### src/rtl/adc_rd_pkg.sv
package adc_rd_pkg;

    typedef enum logic [2:0] {
        ST_IDLE  = 3'd0,
        ST_START = 3'd1,
        ST_WAIT  = 3'd2,
        ST_READ  = 3'd3,
        ST_QUIET = 3'd4
    } ctrl_state_e;

    function automatic int unsigned max_of4(input int unsigned a, input int unsigned b,
                                            input int unsigned c, input int unsigned d);
        int unsigned m;
        m = a;
        if (b > m) m = b;
        if (c > m) m = c;
        if (d > m) m = d;
        return m;
    endfunction

endpackage

### src/rtl/adc_status_sync.sv
module adc_status_sync #(
    parameter int unsigned STAGES  = 2,
    parameter logic        RST_VAL = 1'b1
) (
    input  logic clk_i,
    input  logic rst_ni,
    input  logic async_i,
    output logic sync_o
);
    logic [STAGES-1:0] chain_d, chain_q;

    always_comb begin
        chain_d = {chain_q[STAGES-2:0], async_i};
    end

    always_ff @(posedge clk_i) begin
        if (!rst_ni) chain_q <= {STAGES{RST_VAL}};
        else         chain_q <= chain_d;
    end

    assign sync_o = chain_q[STAGES-1];
endmodule

### src/rtl/adc_done_detect.sv
module adc_done_detect (
    input  logic clk_i,
    input  logic rst_ni,
    input  logic level_mode_i,
    input  logic arm_i,
    input  logic status_i,
    output logic done_o
);
    typedef struct packed {
        logic prev;
        logic seen_busy;
    } det_t;

    det_t det_d, det_q;

    always_comb begin
        det_d.prev      = status_i;
        // a high on the line during arming counts, so set wins over clear
        det_d.seen_busy = (arm_i ? 1'b0 : det_q.seen_busy) | status_i;
        if (level_mode_i) done_o = det_q.seen_busy & ~status_i;
        else              done_o = det_q.prev & ~status_i;
    end

    always_ff @(posedge clk_i) begin
        if (!rst_ni) det_q <= '{prev: 1'b1, seen_busy: 1'b0};
        else         det_q <= det_d;
    end
endmodule

### src/rtl/adc_rd_ctrl.sv
module adc_rd_ctrl
    import adc_rd_pkg::*;
#(
    parameter int unsigned DATA_W         = 14,
    parameter int unsigned START_W        = 2,
    parameter int unsigned RD_CYCLES      = 3,
    parameter int unsigned CLK_PERIOD_NS  = 20,
    parameter int unsigned QUIET_NS       = 150,
    parameter int unsigned TIMEOUT_CYCLES = 256,
    parameter int unsigned SYNC_STAGES    = 2
) (
    input  logic              clk_i,
    input  logic              rst_ni,
    input  logic              enable_i,
    input  logic              mode_level_i,
    input  logic              status_i,
    input  logic [DATA_W-1:0] data_i,
    output logic              start_o,
    output logic              cs_no,
    output logic              rd_no,
    output logic [DATA_W-1:0] sample_o,
    output logic              sample_valid_o,
    input  logic              sample_ready_i,
    output logic              timeout_o
);
    localparam int unsigned QUIET_CYC = (QUIET_NS + CLK_PERIOD_NS - 1) / CLK_PERIOD_NS;
    localparam int unsigned MAX_CNT   = max_of4(START_W, RD_CYCLES, QUIET_CYC, TIMEOUT_CYCLES);
    localparam int unsigned CNT_W     = $clog2(MAX_CNT + 1);
    localparam logic [CNT_W-1:0] START_LAST = CNT_W'(START_W - 1);
    localparam logic [CNT_W-1:0] RD_LAST    = CNT_W'(RD_CYCLES - 1);
    localparam logic [CNT_W-1:0] QUIET_LAST = CNT_W'(QUIET_CYC - 1);
    localparam logic [CNT_W-1:0] TMO_LAST   = CNT_W'(TIMEOUT_CYCLES - 1);

    typedef struct packed {
        ctrl_state_e       st;
        logic [CNT_W-1:0]  cnt;
        logic              mode;
        logic [DATA_W-1:0] smp;
        logic              vld;
        logic              tmo;
    } ctrl_t;

    ctrl_t ctl_d, ctl_q;
    logic  status_sync;
    logic  conv_done;

    adc_status_sync #(
        .STAGES  (SYNC_STAGES),
        .RST_VAL (1'b1)
    ) status_sync_i (
        .clk_i   (clk_i),
        .rst_ni  (rst_ni),
        .async_i (status_i),
        .sync_o  (status_sync)
    );

    adc_done_detect done_det_i (
        .clk_i        (clk_i),
        .rst_ni       (rst_ni),
        .level_mode_i (ctl_q.mode),
        .arm_i        (ctl_q.st == ST_START),
        .status_i     (status_sync),
        .done_o       (conv_done)
    );

    always_comb begin
        ctl_d = ctl_q;
        if (ctl_q.vld && sample_ready_i) ctl_d.vld = 1'b0;
        unique case (ctl_q.st)
            ST_IDLE: begin
                ctl_d.mode = mode_level_i;
                if (enable_i && !ctl_q.vld) begin
                    ctl_d.st  = ST_START;
                    ctl_d.cnt = '0;
                    ctl_d.tmo = 1'b0;
                end
            end
            ST_START: begin
                if (ctl_q.cnt == START_LAST) begin
                    ctl_d.st  = ST_WAIT;
                    ctl_d.cnt = '0;
                end else begin
                    ctl_d.cnt = ctl_q.cnt + 1'b1;
                end
            end
            ST_WAIT: begin
                if (conv_done) begin
                    ctl_d.st  = ST_READ;
                    ctl_d.cnt = '0;
                end else if (ctl_q.cnt == TMO_LAST) begin
                    ctl_d.st  = ST_IDLE;
                    ctl_d.cnt = '0;
                    ctl_d.tmo = 1'b1;
                end else begin
                    ctl_d.cnt = ctl_q.cnt + 1'b1;
                end
            end
            ST_READ: begin
                if (ctl_q.cnt == RD_LAST) begin
                    ctl_d.smp = data_i;
                    ctl_d.vld = 1'b1;
                    ctl_d.st  = ST_QUIET;
                    ctl_d.cnt = '0;
                end else begin
                    ctl_d.cnt = ctl_q.cnt + 1'b1;
                end
            end
            ST_QUIET: begin
                if (ctl_q.cnt == QUIET_LAST) begin
                    ctl_d.st  = ST_IDLE;
                    ctl_d.cnt = '0;
                end else begin
                    ctl_d.cnt = ctl_q.cnt + 1'b1;
                end
            end
            default: begin
                ctl_d.st  = ST_IDLE;
                ctl_d.cnt = '0;
            end
        endcase
    end

    always_ff @(posedge clk_i) begin
        if (!rst_ni) begin
            ctl_q <= '{st: ST_IDLE, cnt: '0, mode: 1'b0, smp: '0, vld: 1'b0, tmo: 1'b0};
        end else begin
            ctl_q <= ctl_d;
        end
    end

    assign start_o        = ctl_q.mode ? (ctl_q.st == ST_START) : (ctl_q.st != ST_START);
    assign cs_no          = (ctl_q.st != ST_READ);
    assign rd_no          = (ctl_q.st != ST_READ);
    assign sample_o       = ctl_q.smp;
    assign sample_valid_o = ctl_q.vld;
    assign timeout_o      = ctl_q.tmo;

    // pending word is held steady until taken
    assert_valid_hold_R8: assert property (@(posedge clk_i) disable iff (!rst_ni)
        (sample_valid_o && !sample_ready_i) |=> (sample_valid_o && $stable(sample_o)));

    // no start pulse while a word waits
    assert_no_start_pending_R8: assert property (@(posedge clk_i) disable iff (!rst_ni)
        (ctl_q.st == ST_IDLE && sample_valid_o) |=> (ctl_q.st != ST_START));

    // a read is always followed by the quiet window
    assert_read_to_quiet_R7: assert property (@(posedge clk_i) disable iff (!rst_ni)
        (ctl_q.st == ST_READ) |=> (ctl_q.st == ST_READ || ctl_q.st == ST_QUIET));

    assert_quiet_bound_R7: assert property (@(posedge clk_i) disable iff (!rst_ni)
        (ctl_q.st == ST_QUIET) |-> (ctl_q.cnt <= QUIET_LAST));

    // timeout comes out of the wait without any read
    assert_timeout_no_read_R9: assert property (@(posedge clk_i) disable iff (!rst_ni)
        $rose(timeout_o) |-> (cs_no && rd_no && $past(ctl_q.st) == ST_WAIT));

    // convention latched outside idle
    assert_mode_frozen_R10: assert property (@(posedge clk_i) disable iff (!rst_ni)
        (ctl_q.st != ST_IDLE) |=> (ctl_q.st == ST_IDLE || $stable(ctl_q.mode)));
endmodule

### config.mk
export PLATFORM = sky130hd
export DESIGN_NAME = adc_rd_ctrl
export DESIGN_NICKNAME = d
export VERILOG_FILES = /design/src/rtl/adc_rd_pkg.sv /design/src/rtl/adc_status_sync.sv /design/src/rtl/adc_done_detect.sv /design/src/rtl/adc_rd_ctrl.sv
export SDC_FILE = /design/constraint.sdc
export NUM_CORES = 1
export LEC_CHECK = 0
export ABC_CLOCK_PERIOD_IN_PS = 4700
export BUFFER_PORTS_ARGS = -buffer_cell sky130_fd_sc_hd__buf_2
export CAP_MARGIN = 20
export CORE_MARGIN = 2
export CORE_UTILIZATION = 33
export DETAILED_ROUTE_END_ITERATION = 16
export GPL_TIMING_DRIVEN = 0
export SETUP_SLACK_MARGIN = 0.2
export SYNTH_ARGS = -nofsm -noshare
export SYNTH_HDL_FRONTEND = slang
export SYNTH_HIERARCHICAL = 1
export SYNTH_SLANG_ARGS = --single-unit
### constraint.sdc
create_clock -name clk_i -period 4.7 [get_ports clk_i]
set_input_delay 0.47 -clock clk_i [delete_from_list [all_inputs] [get_ports clk_i]]
set_output_delay 0.47 -clock clk_i [all_outputs]
set_load 0.005 [all_outputs]
==> flow_summary.json <==
{
  "synthToLayoutAreaGrowth_pct": 22.1,
  "hpwlAfterDp_mm": 2.54,
  "post_drt_wl_per_cell_um": 11.4,
  "gr-usage-met3": 0.0407,
  "clkSinkCount": 33,
  "drc": 0,
  "syn-cell-area_um2": 1790,
  "relSlewSlack": 0.719,
  "synth_fp_nets": 214,
  "grt_use_total": 0.126,
  "report.final.slew_viol_count": 0,
  "post-route-util": 0.422,
  "crit_fanout": 9,
  "synthDistinctLibCells": 50,
  "crit_path_end_kind": "flip-flop",
  "status": "completed",
  "finalClockSkew_ps": 4.00,
  "wl_mm": 3.48,
  "place_congestion": 0.746,
  "path_buf_inv": 2,
  "num_antenna_cells": 0,
  "fin_area_um2": 2180,
  "multi_input_area_um2": 902,
  "finalCriticalPeriod_ps": 2330,
  "clkLatencyLatePin_ps": 280,
  "viasPerCell": 4.61,
  "postSynthAreaPerCell_um2": 9.45,
  "whs_ps": 361,
  "regArea_um2": 661,
  "path_class": "flip-flop to flip-flop",
  "start_util": 0.345,
  "ant_nets": 0,
  "tightest_slew_ps": 422,
  "crit_arrival_ps": 2470,
  "cts_setup_buffers": 0,
  "critPathRequiredTime_ps": 4840,
  "powerDensity_nw_per_um2": 411,
  "hold_class": "primary input to flip-flop",
  "drive_gt1_frac": 0.332,
  "finalHoldViolations": 0,
  "root_buffer": "clkbuf_8",
  "maxCapViolCount": 0,
  "io_pins": 39,
  "portBuffers": 38,
  "dpl_cell_area_um2": 2060,
  "mostFrequentLayoutCells": "buf_2, dfxtp_1, buf_4, mux2i_1, nor2b_1",
  "die_h_um": 77.6,
  "grt_max_degree": 11,
  "clkTransAtPathRegs_ps": 70,
  "drt_pass1_iterations": 4,
  "path_cells": "ha_1, and3_2, and3_1, nand3_1, inv_1, ha_1, and3b_1, buf_4, nor3_1, o311ai_0",
  "crit_slowest_cell": "dfxtp_1",
  "p_total_uw": 896,
  "die_area_um2": 6020,
  "cts_hold_buffers": 0,
  "cts_tree": "built",
  "nNetsFinal": 259,
  "use_met2": 0.198,
  "numCtsBuffers": 5,
  "cpMostUsedCell": "ha_1",
  "cts_max_path_buffers": 2,
  "cts_resized": 0,
  "nFillCells": 528,
  "antenna_found_initial": 0,
  "die_x_um": 77.6,
  "vias": 1405,
  "fp-row-count": 26,
  "cts.htree.levels": 2,
  "layout_commonest_cell": "buf_2",
  "top_usage_layer": "met2",
  "critical_path.max_stage_delay_ps": 410,
  "max_freq_mhz": 428,
  "fin_crit_sh": 0.497,
  "critPathLaunchType": "flip-flop",
  "synth_cells": 189,
  "yosysWarnings": 6,
  "ys_seq_area_frac": 0.370,
  "grt_use_met1": 0.160,
  "cp_top_family": "simple AND/OR/NAND/NOR gates",
  "rsz0062_at_grt": "false",
  "leakage_uw": 0.00104,
  "tns_ps": 0,
  "vdd_ir_drop_max_v": 0.000137,
  "setup_viol": 0,
  "ys_seq_elements": 33,
  "core_area_um2": 5170,
  "first_iter_violations": 38,
  "grt_pass1_wl_mm": 6.11,
  "grt_pass1_vias": 1316,
  "gr-total-overflow": 0
}
## final cells by class
type	instances	share of cell area
plain buffers	24	0.0855
clock inverters	1	0.0138
repair buffers	38	0.0872
clock buffers	7	0.0396
well taps	70	0.0402
multi-input cells	122	0.414
inverters	10	0.0172
flip-flops and latches	33	0.303
## state kept, by name, summed over array words and instances, names as in the netlist
register	count
timeout_o	1
done_det_i/det_q	2
ctl_q	13
sample_valid_o	1
status_sync_i/chain_q	2
sample_o	14
## Yosys cell counts (all sizes together)
| library cell | count | area share |
|---|---|---|
| a211o | 1 | 0.0056 |
| a211oi | 1 | 0.0042 |
| a21boi | 1 | 0.0042 |
| a21oi | 7 | 0.028 |
| a221oi | 1 | 0.0084 |
| a31oi | 3 | 0.011 |
| a32oi | 1 | 0.0049 |
| and2 | 1 | 0.0035 |
| and3 | 2 | 0.0077 |
| and3b | 1 | 0.0049 |
| and4 | 1 | 0.0049 |
| buf | 20 | 0.085 |
| clkbuf | 4 | 0.020 |
| clkinv | 1 | 0.0021 |
| dfxtp | 33 | 0.37 |
| ha | 5 | 0.035 |
| inv | 9 | 0.019 |
| mux2 | 1 | 0.0063 |
| mux2i | 18 | 0.10 |
| nand2 | 10 | 0.021 |
| nand2b | 5 | 0.018 |
| nand3 | 5 | 0.014 |
| nand3b | 1 | 0.0042 |
| nand4bb | 1 | 0.0063 |
| nor2 | 10 | 0.021 |
| nor2b | 16 | 0.060 |
| nor3 | 5 | 0.014 |
| nor4 | 5 | 0.026 |
| nor4bb | 1 | 0.0056 |
| o21a | 3 | 0.013 |
| o21ai | 2 | 0.0056 |
| o21bai | 1 | 0.0042 |
| o221a | 1 | 0.0063 |
| o311ai | 3 | 0.015 |
| o31ai | 2 | 0.0084 |
| o32ai | 2 | 0.0098 |
| or2b | 1 | 0.0042 |
| or3 | 2 | 0.011 |
| or3b | 1 | 0.0049 |
| xnor2 | 1 | 0.0049 |
## through the flow
| stage | std cells | setup WS [ps] |
|---|---|---|
| detailed placement | 297 | 2400 |
| finish | 305 | 2370 |
| CTS | 305 | 2360 |
| floorplan | 189 | 2680 |
| global route | 305 | 2180 |
| global placement | 297 | 2420 |
## per-layer routing
layer  vias up  routed length (µm)
li1        736                   -
met1       623                1700
met2        39                1500
met3         7                 224
met4         0                  57
met5         -                   0
## worst reg2reg max path, cell delays in order (launching register included)
cell      delay, ps
dfxtp_1         410
ha_1            240
and3_2          250
and3_1          160
nand3_1         110
inv_1            80
ha_1            170
and3b_1         180
buf_4           160
nor3_1          250
o311ai_0        190
## path summary, 6_finish.rpt
path | startpoint | depth (start not counted) | slack, ps | endpoint
worst min-delay path | status_i | 2 | 360 | status_sync_i/chain_q[0]
worst min register to register | status_sync_i/chain_q[0] | 1 | 410 | status_sync_i/chain_q[1]
worst max-delay path | ctl_q[18] | 10 | 2370 | ctl_q[24]
worst max register to register | ctl_q[18] | 10 | 2370 | ctl_q[24]
## power by group
part	internal [µW]	switching, µW
clock network	173	102
registers	305	23.9
logic	140	152
total	618	278
## logic make-up (layout without fill, tap and decap cells)
group / Yosys count / after routing / share of synthesized area
AO/OA/AOI/OAI: 29 / 29 / 0.127
XOR/XNOR: 1 / 1 / 0.00490
adder cells (fa/ha/maj): 5 / 5 / 0.0350
buffers and inverters: 34 / 80 / 0.125
flip-flops: 33 / 33 / 0.370
multiplexers: 19 / 19 / 0.107
AND/OR/NAND/NOR: 68 / 68 / 0.230
(Power assumes the default switching activity.)
